**config.mk**
```make
export PLATFORM = sky130hd
export DESIGN_NAME = baud_tick_gen
export DESIGN_NICKNAME = d
export VERILOG_FILES = /design/src/rtl/bt_pkg.sv /design/src/rtl/bt_src_sel.sv /design/src/rtl/bt_divider.sv /design/src/rtl/bt_ovs.sv /design/src/rtl/baud_tick_gen.sv
export SDC_FILE = /design/constraint.sdc
export NUM_CORES = 1
export LEC_CHECK = 0
export BUFFER_PORTS_ARGS = -buffer_cell sky130_fd_sc_hd__buf_2
export CAP_MARGIN = 10
export CORE_UTILIZATION = 63
export CTS_CLUSTER_DIAMETER = 40
export CTS_CLUSTER_SIZE = 24
export DETAILED_ROUTE_END_ITERATION = 7
export PLACE_DENSITY = 0.84
export SLEW_MARGIN = 20
export SYNTH_ARGS = -nofsm -noshare
export SYNTH_HDL_FRONTEND = slang
export SYNTH_SLANG_ARGS = --single-unit
```
**constraint.sdc**
```tcl
create_clock -name clk -period 5.95 [get_ports clk]
set_input_delay 0.595 -clock clk [delete_from_list [all_inputs] [get_ports clk]]
set_output_delay 0.595 -clock clk [all_outputs]
set_load 0.02 [all_outputs]
```
**src/rtl/bt_pkg.sv**
```systemverilog
package bt_pkg;

   typedef enum logic [1:0] {
      SRC_CORE     = 2'd0,
      SRC_CORE_DIV = 2'd1,
      SRC_RSVD     = 2'd2,
      SRC_EXT      = 2'd3
   } src_e;

endpackage

```
**src/rtl/bt_src_sel.sv**
```systemverilog
module bt_src_sel #(
   parameter int PREDIV      = 8,
   parameter int SYNC_STAGES = 2
) (
   input  logic         clk,
   input  logic         rst_n,
   input  logic         clr,
   input  bt_pkg::src_e src_sel,
   input  logic         ext_clk,
   output logic         src_ev
);

   localparam int PD_W = (PREDIV > 2) ? $clog2(PREDIV) : 1;
   localparam logic [PD_W-1:0] PD_LAST = PD_W'(PREDIV - 1);
   localparam bit PD_POW2 = ((PREDIV & (PREDIV - 1)) == 0);

   if (PREDIV < 2) begin : g_bad_prediv
      $error("bt_src_sel: PREDIV must be at least 2");
   end
   if (SYNC_STAGES < 2) begin : g_bad_sync
      $error("bt_src_sel: SYNC_STAGES must be at least 2");
   end

   // external pin synchronizer and edge detector
   logic [SYNC_STAGES-1:0] sync_q;
   logic                   ext_prev_q;
   logic                   ext_rise;

   always_ff @(posedge clk or negedge rst_n) begin
      if (!rst_n) begin
         sync_q     <= '0;
         ext_prev_q <= 1'b0;
      end else begin
         sync_q     <= {sync_q[SYNC_STAGES-2:0], ext_clk};
         ext_prev_q <= sync_q[SYNC_STAGES-1];
      end
   end

   assign ext_rise = sync_q[SYNC_STAGES-1] & ~ext_prev_q;

   // free-running pre-divider
   logic [PD_W-1:0] pd_q;
   logic            pd_tick;

   assign pd_tick = (pd_q == PD_LAST);

   if (PD_POW2) begin : g_pd_wrap
      always_ff @(posedge clk or negedge rst_n) begin
         if (!rst_n)   pd_q <= '0;
         else if (clr) pd_q <= '0;
         else          pd_q <= pd_q + 1'b1;
      end
   end else begin : g_pd_cmp
      always_ff @(posedge clk or negedge rst_n) begin
         if (!rst_n)       pd_q <= '0;
         else if (clr)     pd_q <= '0;
         else if (pd_tick) pd_q <= '0;
         else              pd_q <= pd_q + 1'b1;
      end
   end

   // source multiplexer
   logic raw_ev;

   always_comb begin
      unique case (src_sel)
         bt_pkg::SRC_CORE:     raw_ev = 1'b1;
         bt_pkg::SRC_CORE_DIV: raw_ev = pd_tick;
         bt_pkg::SRC_EXT:      raw_ev = ext_rise;
         default:              raw_ev = 1'b0;
      endcase
   end

   assign src_ev = raw_ev & ~clr;

endmodule

```
**src/rtl/bt_divider.sv**
```systemverilog
module bt_divider #(
   parameter int CD_W = 16
) (
   input  logic            clk,
   input  logic            rst_n,
   input  logic            clr,
   input  logic            src_ev,
   input  logic [CD_W-1:0] cd,
   output logic            samp_tick
);

   localparam logic [CD_W-1:0] ONE = CD_W'(1);

   if (CD_W < 2) begin : g_bad_cdw
      $error("bt_divider: CD_W must be at least 2");
   end

   logic [CD_W-1:0] dc_q;
   logic [CD_W-1:0] cd_m1;
   logic            is_off;
   logic            is_bypass;
   logic            at_end;
   logic            counting;
   logic            hit;

   assign cd_m1     = cd - ONE;
   assign is_off    = (cd == '0);
   assign is_bypass = (cd == ONE);
   assign at_end    = (dc_q == cd_m1);
   assign counting  = src_ev & ~is_off & ~is_bypass;
   assign hit       = src_ev & ~is_off & (is_bypass | at_end);

   always_ff @(posedge clk or negedge rst_n) begin
      if (!rst_n) begin
         dc_q <= '0;
      end else if (clr) begin
         dc_q <= '0;
      end else if (counting) begin
         dc_q <= at_end ? '0 : dc_q + ONE;
      end
   end

   always_ff @(posedge clk or negedge rst_n) begin
      if (!rst_n) samp_tick <= 1'b0;
      else        samp_tick <= hit;
   end

endmodule

```
**src/rtl/bt_ovs.sv**
```systemverilog
module bt_ovs #(
   parameter int OVS_HI = 16,
   parameter int OVS_LO = 8
) (
   input  logic clk,
   input  logic rst_n,
   input  logic clr,
   input  logic samp_tick,
   input  logic ovs_sel,
   input  logic sync_mode,
   output logic baud_tick
);

   localparam int OC_W = $clog2(OVS_HI);
   localparam logic [OC_W-1:0] WRAP_HI = OC_W'(OVS_HI - 1);
   localparam logic [OC_W-1:0] WRAP_LO = OC_W'(OVS_LO - 1);

   if (OVS_LO < 2) begin : g_bad_lo
      $error("bt_ovs: OVS_LO must be at least 2");
   end
   if (OVS_HI < OVS_LO) begin : g_bad_hi
      $error("bt_ovs: OVS_HI must not be below OVS_LO");
   end

   logic [OC_W-1:0] oc_q;
   logic [OC_W-1:0] wrap;
   logic            at_wrap;
   logic            restart;

   assign wrap    = ovs_sel ? WRAP_LO : WRAP_HI;
   assign at_wrap = (oc_q == wrap);
   assign restart = sync_mode | at_wrap;

   always_ff @(posedge clk or negedge rst_n) begin
      if (!rst_n) begin
         oc_q <= '0;
      end else if (clr) begin
         oc_q <= '0;
      end else if (samp_tick) begin
         oc_q <= restart ? '0 : oc_q + 1'b1;
      end
   end

   assign baud_tick = samp_tick & restart;

endmodule

```
**src/rtl/baud_tick_gen.sv**
```systemverilog
module baud_tick_gen #(
   parameter int CD_W        = 16,
   parameter int PREDIV      = 8,
   parameter int SYNC_STAGES = 2,
   parameter int OVS_HI      = 16,
   parameter int OVS_LO      = 8
) (
   input  logic            clk,
   input  logic            rst_n,
   input  logic [1:0]      src_sel,
   input  logic [CD_W-1:0] cd,
   input  logic            ovs_sel,
   input  logic            sync_mode,
   input  logic            ext_clk,
   output logic            samp_tick,
   output logic            baud_tick
);

   // configuration shadow, captured every clock, used to spot changes
   logic [CD_W-1:0] cd_q;
   logic [1:0]      src_q;
   logic            ovs_q;
   logic            cfg_chg;

   always_ff @(posedge clk) begin
      cd_q  <= cd;
      src_q <= src_sel;
      ovs_q <= ovs_sel;
   end

   assign cfg_chg = (cd != cd_q) | (src_sel != src_q) | (ovs_sel != ovs_q);

   logic src_ev;

   bt_src_sel #(
      .PREDIV      (PREDIV),
      .SYNC_STAGES (SYNC_STAGES)
   ) src_i (
      .clk     (clk),
      .rst_n   (rst_n),
      .clr     (cfg_chg),
      .src_sel (bt_pkg::src_e'(src_sel)),
      .ext_clk (ext_clk),
      .src_ev  (src_ev)
   );

   bt_divider #(
      .CD_W (CD_W)
   ) div_i (
      .clk       (clk),
      .rst_n     (rst_n),
      .clr       (cfg_chg),
      .src_ev    (src_ev),
      .cd        (cd),
      .samp_tick (samp_tick)
   );

   bt_ovs #(
      .OVS_HI (OVS_HI),
      .OVS_LO (OVS_LO)
   ) ovs_i (
      .clk       (clk),
      .rst_n     (rst_n),
      .clr       (cfg_chg),
      .samp_tick (samp_tick),
      .ovs_sel   (ovs_sel),
      .sync_mode (sync_mode),
      .baud_tick (baud_tick)
   );

endmodule

```
Yosys cells after proc, flatten, opt, wreduce, memory -nomap -nowiden
Cells that the tools add are included.
Widths: inputs -> output; s select.
{"block": "op_classes", "addsub": 4, "multipliers": 0, "div_mod_pow": 0, "order_cmp": 0, "n_eq_ne": 9, "shift": 0, "mux": 9, "bitwise": 14, "reduce_logical": 4}
{"operator": "$mux 16", "count": 3}
{"operator": "$add 16x1->16 const B", "count": 1}
{"operator": "$eq 16x1->1 const B", "count": 1}
{"operator": "$eq 16x16->1", "count": 1}
{"operator": "$logic_not 16->1", "count": 1}
{"operator": "$mux 4", "count": 4}
{"operator": "$ne 16x16->1", "count": 1}
{"operator": "$sub 16x1->16 const B", "count": 1}
{"operator": "$and 1x1->1", "count": 6}
{"operator": "$add 4x1->4 const B", "count": 1}
{"operator": "$eq 4x4->1", "count": 1}
{"operator": "$not 1->1", "count": 4}
{"operator": "$or 1x1->1", "count": 4}
{"operator": "$reduce_bool 2->1", "count": 2}
{"operator": "$add 3x1->3 const B", "count": 1}
{"operator": "$eq 3x3->1 const B", "count": 1}
{"operator": "$mux 3", "count": 1}
{"operator": "$pmux 1 s3", "count": 1}
{"operator": "$eq 2x1->1 const B", "count": 1}
{"operator": "$eq 2x2->1 const B", "count": 1}
{"operator": "$logic_not 2->1", "count": 1}
{"operator": "$ne 2x2->1", "count": 1}
{"operator": "$ne 1x1->1", "count": 1}
{"block": "totals", "register_bits": 46, "latchBits": 0, "ramBits": 0, "romBits": 0, "input_bits": 23, "word_cells": 49, "memories": 0}

Depth between registers and ports, before layout
Gate-level depths: netlist (run 1).
{"block": "logic_depth", "depth_word": 9, "ltp_mapped": 12, "ltp_nobuf": 9}

By module
Synthesis (run 1) repeated with hierarchy kept, for this count alone.
{"block": "hier_totals", "hier_cells": 261, "hier_area_um2": 2573.7}
{"module": "bt_divider", "instances": 1, "cells_each": 175, "area_per_inst_um2": 1505.2, "seq_area_each_um2": 425.4}
{"module": "baud_tick_gen", "instances": 1, "cells_each": 44, "area_per_inst_um2": 584.3, "seq_area_each_um2": 380.4}
{"module": "bt_ovs", "instances": 1, "cells_each": 27, "area_per_inst_um2": 264.0, "seq_area_each_um2": 100.1}
{"module": "bt_src_sel", "instances": 1, "cells_each": 15, "area_per_inst_um2": 220.2, "seq_area_each_um2": 150.1}

Worst setup path before layout (run 1)
OpenSTA, ideal clock, no wires.
{"block": "synth_timing", "path_type": "input port to flip-flop", "startpoint": "input port cd[0]", "endpoint": "register div_i.samp_tick", "arrival_time_ps": 2689, "path_slack_ps": 3155, "path_stages": 11, "n_path_buf": 2, "cell_sequence": "buf_2 > inv_1 > ha_1 > nand2b_1 > a21oi_1 > a311oi_1 > o32ai_1 > or4_1 > buf_2 > a21boi_4 > a2111oi_4"}
{"block": "synth_via", "elab_chain_cells": 7, "elab_cells_between_ends": 13, "cone_classes": "add/sub (1); eq/ne (3); bitwise (8); reduce/logical (1)"}
{"element": "start: declaration", "line": "baud_tick_gen.sv:11", "source": "input logic [CD_W-1:0] cd,"}
{"element": "parallel branches: the longest is 6 deep, another holds $sub 16x1->16"}
{"element": "$and 1x1->1 (*)", "line": "bt_divider.sv:31", "source": "assign hit = src_ev & ~is_off & (is_bypass | at_end);"}
{"element": "named net div_i.hit", "line": "bt_divider.sv:24", "source": "logic hit;"}
{"element": "end signal: assignment", "line": "bt_divider.sv:45", "source": "else samp_tick <= hit;"}
{"element": "end: declaration", "line": "bt_divider.sv:9", "source": "output logic samp_tick"}
Mark *: on every way through the listed nets, which the timed path passes.
A chain may end at the register's enable or synchronous reset.

Final worst setup path (run 1)
{"block": "layout_timing", "startpoint": "input port cd[1]", "endpoint": "register div_i.samp_tick"}
Same word-level chain as after synthesis.

==> metrics, run 1 <==
status=completed; Yosys cell types=50; total grt overflow=0; Finished Core Util=74.19%; Port Buffer Count=24; via count=1,988; global-route wire length before repair=8280 um; Mapped Cells=265; vias in the first global route=1,781; post-synthesis compound-gate area fraction=11.90%; synth top area cells=dfrtp_1 (26%), dfxtp_1 (15%), xnor2_1 (11%); CTS tree=built; post-synth top area cell=dfrtp_1; Critical Path RT=6.15 ns; PD cells=212.0 nW/um^2; CTS Buf Count=5; setup TNS=0 ns; fin nets=315; root buffer cell=clkbuf_8; H-Tree Depth=2; Final Hold Vio Count=0; net switching power=0.0001417 W; height of the die=65.81 um; Worst VDD drop=0.1422 mV; post-detail-place hpwl=3757 um; layout cell share with drive strength beyond 1=14.98%; starting density of the core=68.02%; clock share of power=35.0%; Netlist Area Pre-Place=2565 sq um; post-CTS sizing=0; internal power=0.0004514 W; Post-Route WL=5065 um; top cell type's share of synthesized area=26.34%; sequential-to-total area share from yosys stat=41.17%; Finish-stage setup viols=0; worst relative slew slack=36.16%; vias per cell=5.934; syn nets=294; Post-Synth XOR/XNOR Area=16.39%; post-synthesis async set-or-reset flop share=58.70%; row count=22; final slew viol count=0; CP max FO=15; CTS sink count=46; most frequent cells in the layout=xnor2_1 (31), dfrtp_1 (27), buf_2 (24), nor2_1 (20), dfxtp_1 (19); most common cell after layout, fill and taps aside=xnor2_1; Antenna Nets Post-Route=0; Synth Register Bits=46; main combinational cell family by area after synthesis=simple AND/OR/NAND/NOR gates; # diodes=0; number of synthesized flops with an enable pin=0; critical path capture point type=register; gr usage total=25.84%; Tmin final=2.933 ns; post-route cell area=2798 sq um; WL/cell=15.12 um; clock latency on the worst-skew pair=0.30 ns; die width=65.81 um; hold_buf cts=0; switching part of the total=23.88%; DR pass1 iterations=4; Worst EP arrival=3.13 ns; worst-margin pin slew=0.9576 ns; DRC viols=0; leak pwr=1.117 nW; Worst Skew=0.005477 ns; fill count=289; Area Growth Syn to Fin=9.073%; Post-CTS Setup Inserts=0; Synth Warn #=0; Synth Area in Simple Gates=23.07%; Mean Syn Cell Area=9.679 sq um; core region area=3771 sq um; DIE AREA=4330 sq um; worst hold slack=0.2923 ns; Comb pwr share=10.8%; Sequential Power Share=54.2%; post-synthesis mux area share=1.220%; Setup WS post-layout=3.017 ns; num ports=25; Min-Delay Path Class=input pin to asynchronous set/reset pin; antenna violations before repair=0; unrepaired setup endpoints after global routing=false; CP Class=input pin to register; Synth Flop Type=dfrtp_1; Startpoint Class=input pin; GPL Wtd Cong=0.8362; CTS Buffer Depth=2; DP Area=2694 sq um; largest net degree at the start of global routing=28; max_cap viols=0; Clk pin slew, worst setup/hold paths=0.08 ns; Synth Area in Adders=2.927%; pre-CTS setup slack=2.704 ns; final worst-path cycle share=49.30%; Max Clk Rate=0.3409 GHz; DR iter-0 viols=163
## per-stage QoR
| stage | power (W) | cells |
|---|---|---|
| after global routing | 0.0006209 | 335 |
| final | 0.0005931 | 335 |
| after global placement | 0.0003906 | 327 |
| after floorplan | 0.0003670 | 265 |
| after detailed placement | 0.0003925 | 327 |
| after CTS | 0.0005981 | 335 |
## cell type report
class                   instances  area (sq um)  area share, %
flip-flops and latches         46          1056          37.75
clock buffers                   6         93.84          3.354
multi-input cells             201          1424          50.89
repair buffers                 25         127.6          4.562
inverters                       7         26.28         0.9392
clock inverters                 2         10.01         0.3578
well taps                      48         60.06          2.147
## state kept, by name, indices dropped and copies added (netlist names)
register / count
cd_q: 16
div_i.dc_q: 16
div_i.samp_tick: 1
ovs_i.oc_q: 4
ovs_q: 1
src_i.ext_prev_q: 1
src_i.pd_q: 3
src_i.sync_q: 2
src_q: 2
## cell families (layout without fill, tap and decap cells)
group | after synthesis | after routing
simple gates | 104 | 104
xor+xnor | 48 | 48
flops | 46 | 46
compound gates | 40 | 40
buf+inv | 18 | 40
fa+ha+maj | 6 | 6
mux | 3 | 3
## power by group through the flow
stage	Sequential [W]	Clock [W]	Combinational (W)
after CTS	0.000322	0.000212	0.0000644
final	0.000322	0.000207	0.0000640
after floorplan	0.000328	0	0.0000393
after detailed placement	0.000329	0	0.0000640
after global routing	0.000322	0.000228	0.0000703
after global placement	0.000328	0	0.0000627
## cell usage after synthesis, types with 5 or more instances
master and instances:
xnor2_1 31, dfrtp_1 27, nor2_1 20, dfxtp_1 19
xor2_1 17, nand2_1 16, nand3_1 14, a21oi_1 8
nand2b_1 8, nand4_1 8, inv_1 7, nor3_1 7
o21ai_0 7, a31oi_1 6, ha_1 6, buf_2 5
nor4_1 5, o2111ai_1 5
## critical path, stage by stage
cell and delay [ns]:
buf_2 0.14, inv_1 0.08, ha_1 0.32, nand2b_1 0.18, a21oi_1 0.07, a311oi_1 0.26
o32ai_1 0.13, or4_1 0.78, a21boi_4 0.25, a2111oi_4 0.31
## metal layers
metal / up-vias / routed length, um / GRT usage [%]
met4: 0 / 93 / 8.424
met2: 62 / 2487 / 41.84
met1: 930 / 2259 / 34.00
met5: - / 0 / 0
li1: 986 / - / -
met3: 10 / 224 / 5.862
## final timing paths
kind,cells past startpoint,start,end,slack [ns]
max in group asynchronous,1,rst_n,div_i.dc_q[15],5.27
max reg2reg,6,div_i.dc_q[8],div_i.samp_tick,3.34
max,10,cd[1],div_i.samp_tick,3.02
min reg2reg,0,src_i.sync_q[0],src_i.sync_q[1],0.36
min in group clk,0,src_i.sync_q[0],src_i.sync_q[1],0.36
min,1,rst_n,div_i.dc_q[3],0.29
Power figures use the tool's default switching activity.
==> inputs of run 2 (changes only) <==
--- a/config.mk
+++ b/config.mk
@@ -5,13 +5,14 @@
 export SDC_FILE = /design/constraint.sdc
 export NUM_CORES = 1
 export LEC_CHECK = 0
+export ABC_AREA = 1
 export BUFFER_PORTS_ARGS = -buffer_cell sky130_fd_sc_hd__buf_2
 export CAP_MARGIN = 10
-export CORE_UTILIZATION = 63
+export CORE_UTILIZATION = 54
 export CTS_CLUSTER_DIAMETER = 40
 export CTS_CLUSTER_SIZE = 24
 export DETAILED_ROUTE_END_ITERATION = 7
-export PLACE_DENSITY = 0.84
+export PLACE_DENSITY = 0.76
 export SLEW_MARGIN = 20
 export SYNTH_ARGS = -nofsm -noshare
 export SYNTH_HDL_FRONTEND = slang
==> constraint.sdc (replaced) <==
create_clock -name clk -period 2.4 [get_ports clk]
set_input_delay 0.24 -clock clk [delete_from_list [all_inputs] [get_ports clk]]
set_output_delay 0.24 -clock clk [all_outputs]
set_load 0.02 [all_outputs]
==> run 2 against run 1 <==
Against the previous run: critical path type is now register to register; largest cell class unchanged; count of clock-buffer cells in the layout is 1 lower; combinational power up 150%; largest power group unchanged; critical endpoint is now div_i.dc_q[8]; final cell count is 49% higher.
==> metrics, run 2 <==
worst relative slew slack=60.26%; Comb pwr share=10.4%; synth top area cells=dfrtp_1 (24%), nand2_1 (16%), dfxtp_1 (14%); clock latency on the worst-skew pair=0.30 ns; vias in the first global route=2,222; Sequential Power Share=52.1%; CTS Buffer Depth=2; Mapped Cells=402; Finish-stage setup viols=0; fin nets=460; pre-CTS setup slack=0.3583 ns; Mean Syn Cell Area=6.900 sq um; critical path capture point type=register; Antenna Nets Post-Route=0; slowest cell on the critical path=dfxtp_1; Final Hold Vio Count=0; post-synth top area cell=dfrtp_1; antenna violations before repair=0; Min-Delay Path Class=input pin to register; largest net degree at the start of global routing=28; die width=73.67 um; CP max FO=11; worst-margin pin slew=0.5961 ns; top cell type's share of synthesized area=24.36%; root buffer cell=clkbuf_8; registers with the most flip-flops=cd_q: 16 flops, div_i.dc_q: 16 flops, ovs_i.oc_q: 4 flops; Worst EP arrival=2.07 ns; post-CTS sizing=0; DR iter-0 viols=130; sequential-to-total area share from yosys stat=38.07%; Max Clk Rate=0.5348 GHz; Bufs and invs on worst path=0; Synth Warn #=0; via count=2,450; WL/cell=11.45 um; gr usage total=23.53%; list of most frequent post-synthesis cells=nand2_1 (117), nor2_1 (57), inv_1 (56); number of synthesized flops with an enable pin=0; Most Frequent Cell on Critical Path=nand2_1; setup TNS=0 ns; global-route wire length before repair=9577 um; most common cell in the netlist=nand2_1; switching part of the total=24.28%; Port Buffer Count=24; status=completed; height of the die=73.67 um; Post-CTS Setup Inserts=0; GPL Wtd Cong=0.8651; layout cell share with drive strength beyond 1=11.11%; num ports=25; Yosys cell types=29; core region area=4817 sq um; Worst VDD drop=0.3427 mV; leak pwr=1.490 nW; total grt overflow=0; fill count=462; post-detail-place hpwl=4463 um; net switching power=0.0003711 W; vias per cell=4.910; Setup WS post-layout=0.5302 ns; cell family with most CP delay=simple AND/OR/NAND/NOR gates; CTS Buf Count=5; starting density of the core=57.58%; CP Cell Sequence=xnor2_1 -> nand2_1 -> nor2_1 -> nand2_1 -> nor2_4 -> nand2_1 -> nor2_2 -> nand3_2 -> nand2_1 -> nor2_1; Netlist Area Pre-Place=2774 sq um; CP Class=register to register; area of the multi-input gates=1460 sq um; row count=25; Tmin final=1.870 ns; most frequent cells in the layout=nand2_1 (117), nor2_1 (57), inv_1 (56), nand3_1 (36), dfrtp_1 (27); Area Growth Syn to Fin=10.74%; internal power=0.001157 W; Clk pin slew, worst setup/hold paths=0.09 ns; PD cells=497.6 nW/um^2; Worst Skew=0.008929 ns; Post-Route WL=5712 um; syn nets=431; crit-path max cell delay=0.32 ns; max_cap viols=0; Synth Register Bits=46; Critical Path RT=2.60 ns; final slew viol count=0; Startpoint Class=register; # diodes=0; clock share of power=37.5%; post-synthesis async set-or-reset flop share=58.70%; DRC viols=0; final worst-path cycle share=77.91%; CTS tree=built; register area=1056 sq um; H-Tree Depth=2; Synth Flop Type=dfrtp_1; CTS sink count=46; unrepaired setup endpoints after global routing=false; DR pass1 iterations=4; hold_buf cts=1; DIE AREA=5427 sq um; most common cell after layout, fill and taps aside=nand2_1
run 2: logic make-up after synthesis:
group / synth area share (%)
adders and majority gates: 2.706
DFF: 38.07
AOI/OAI and AO/OA: 4.826
buffers and inverters: 9.292
and+or+nand+nor: 35.95
xor gates and xnor gates: 9.156
run 2: final timing paths:
check,start,to,slack (ns),cells past startpoint
setup / recovery,cd_q[11],div_i.dc_q[8],0.53,10
hold / removal,ext_clk,src_i.sync_q[0],0.05,1
setup reg to reg,cd_q[11],div_i.dc_q[8],0.53,10
hold reg to reg,src_i.sync_q[0],src_i.sync_q[1],0.35,0
max in group asynchronous,rst_n,src_i.sync_q[0],1.53,2
min in group asynchronous,rst_n,div_i.samp_tick,0.48,2
run 2: power groups by stage:
stage                     sequential, W  clock [W]  combinational (W)
after floorplan                0.000813          0          0.0000956
after global placement         0.000813          0           0.000155
after detailed placement       0.000814          0           0.000159
after CTS                      0.000797   0.000588           0.000160
after global routing           0.000799   0.000618           0.000182
final                          0.000797   0.000573           0.000159
run 2: per-stage QoR:
stage	instances	cell area [sq um]	hold WS, ns	util, %	power [W]
3_5_place_dp	490	2953	0.2841	61.30	0.0009722
5_1_grt	499	3072	0.02929	63.77	0.001599
2_1_floorplan	402	2774	-0.05559	-	0.0009083
3_3_place_gp	490	2953	0.2810	61.30	0.0009682
4_1_cts	499	3072	0.03391	63.77	0.001545
6_report	499	3072	0.04561	63.77	0.001528
run 2: metal layers:
metal	wire, um	part of all wire, %	global-route usage (%)	vias up
met1	2817	49	30.84	1108
met4	136	2.4	11.32	0
met5	0	0	0	-
met3	189	3.3	4.115	14
li1	-	-	-	1294
met2	2568	45	37.61	34
run 2: worst reg2reg max path: stages, from the launching register on:
cell,delay [ns]
dfxtp_1,0.32
xnor2_1,0.17
nand2_1,0.07
nor2_1,0.09
nand2_1,0.12
nor2_4,0.17
nand2_1,0.11
nor2_2,0.23
nand3_2,0.28
nand2_1,0.16
nor2_1,0.06
run 2: layout make-up:
class,count,area share [%]
sequential,46,34.38
clock buffer,5,2.240
inverter,58,7.088
timing repair buffer,27,4.725
tap,67,2.729
clock inverter,3,1.303
multi-input combinational,293,47.54
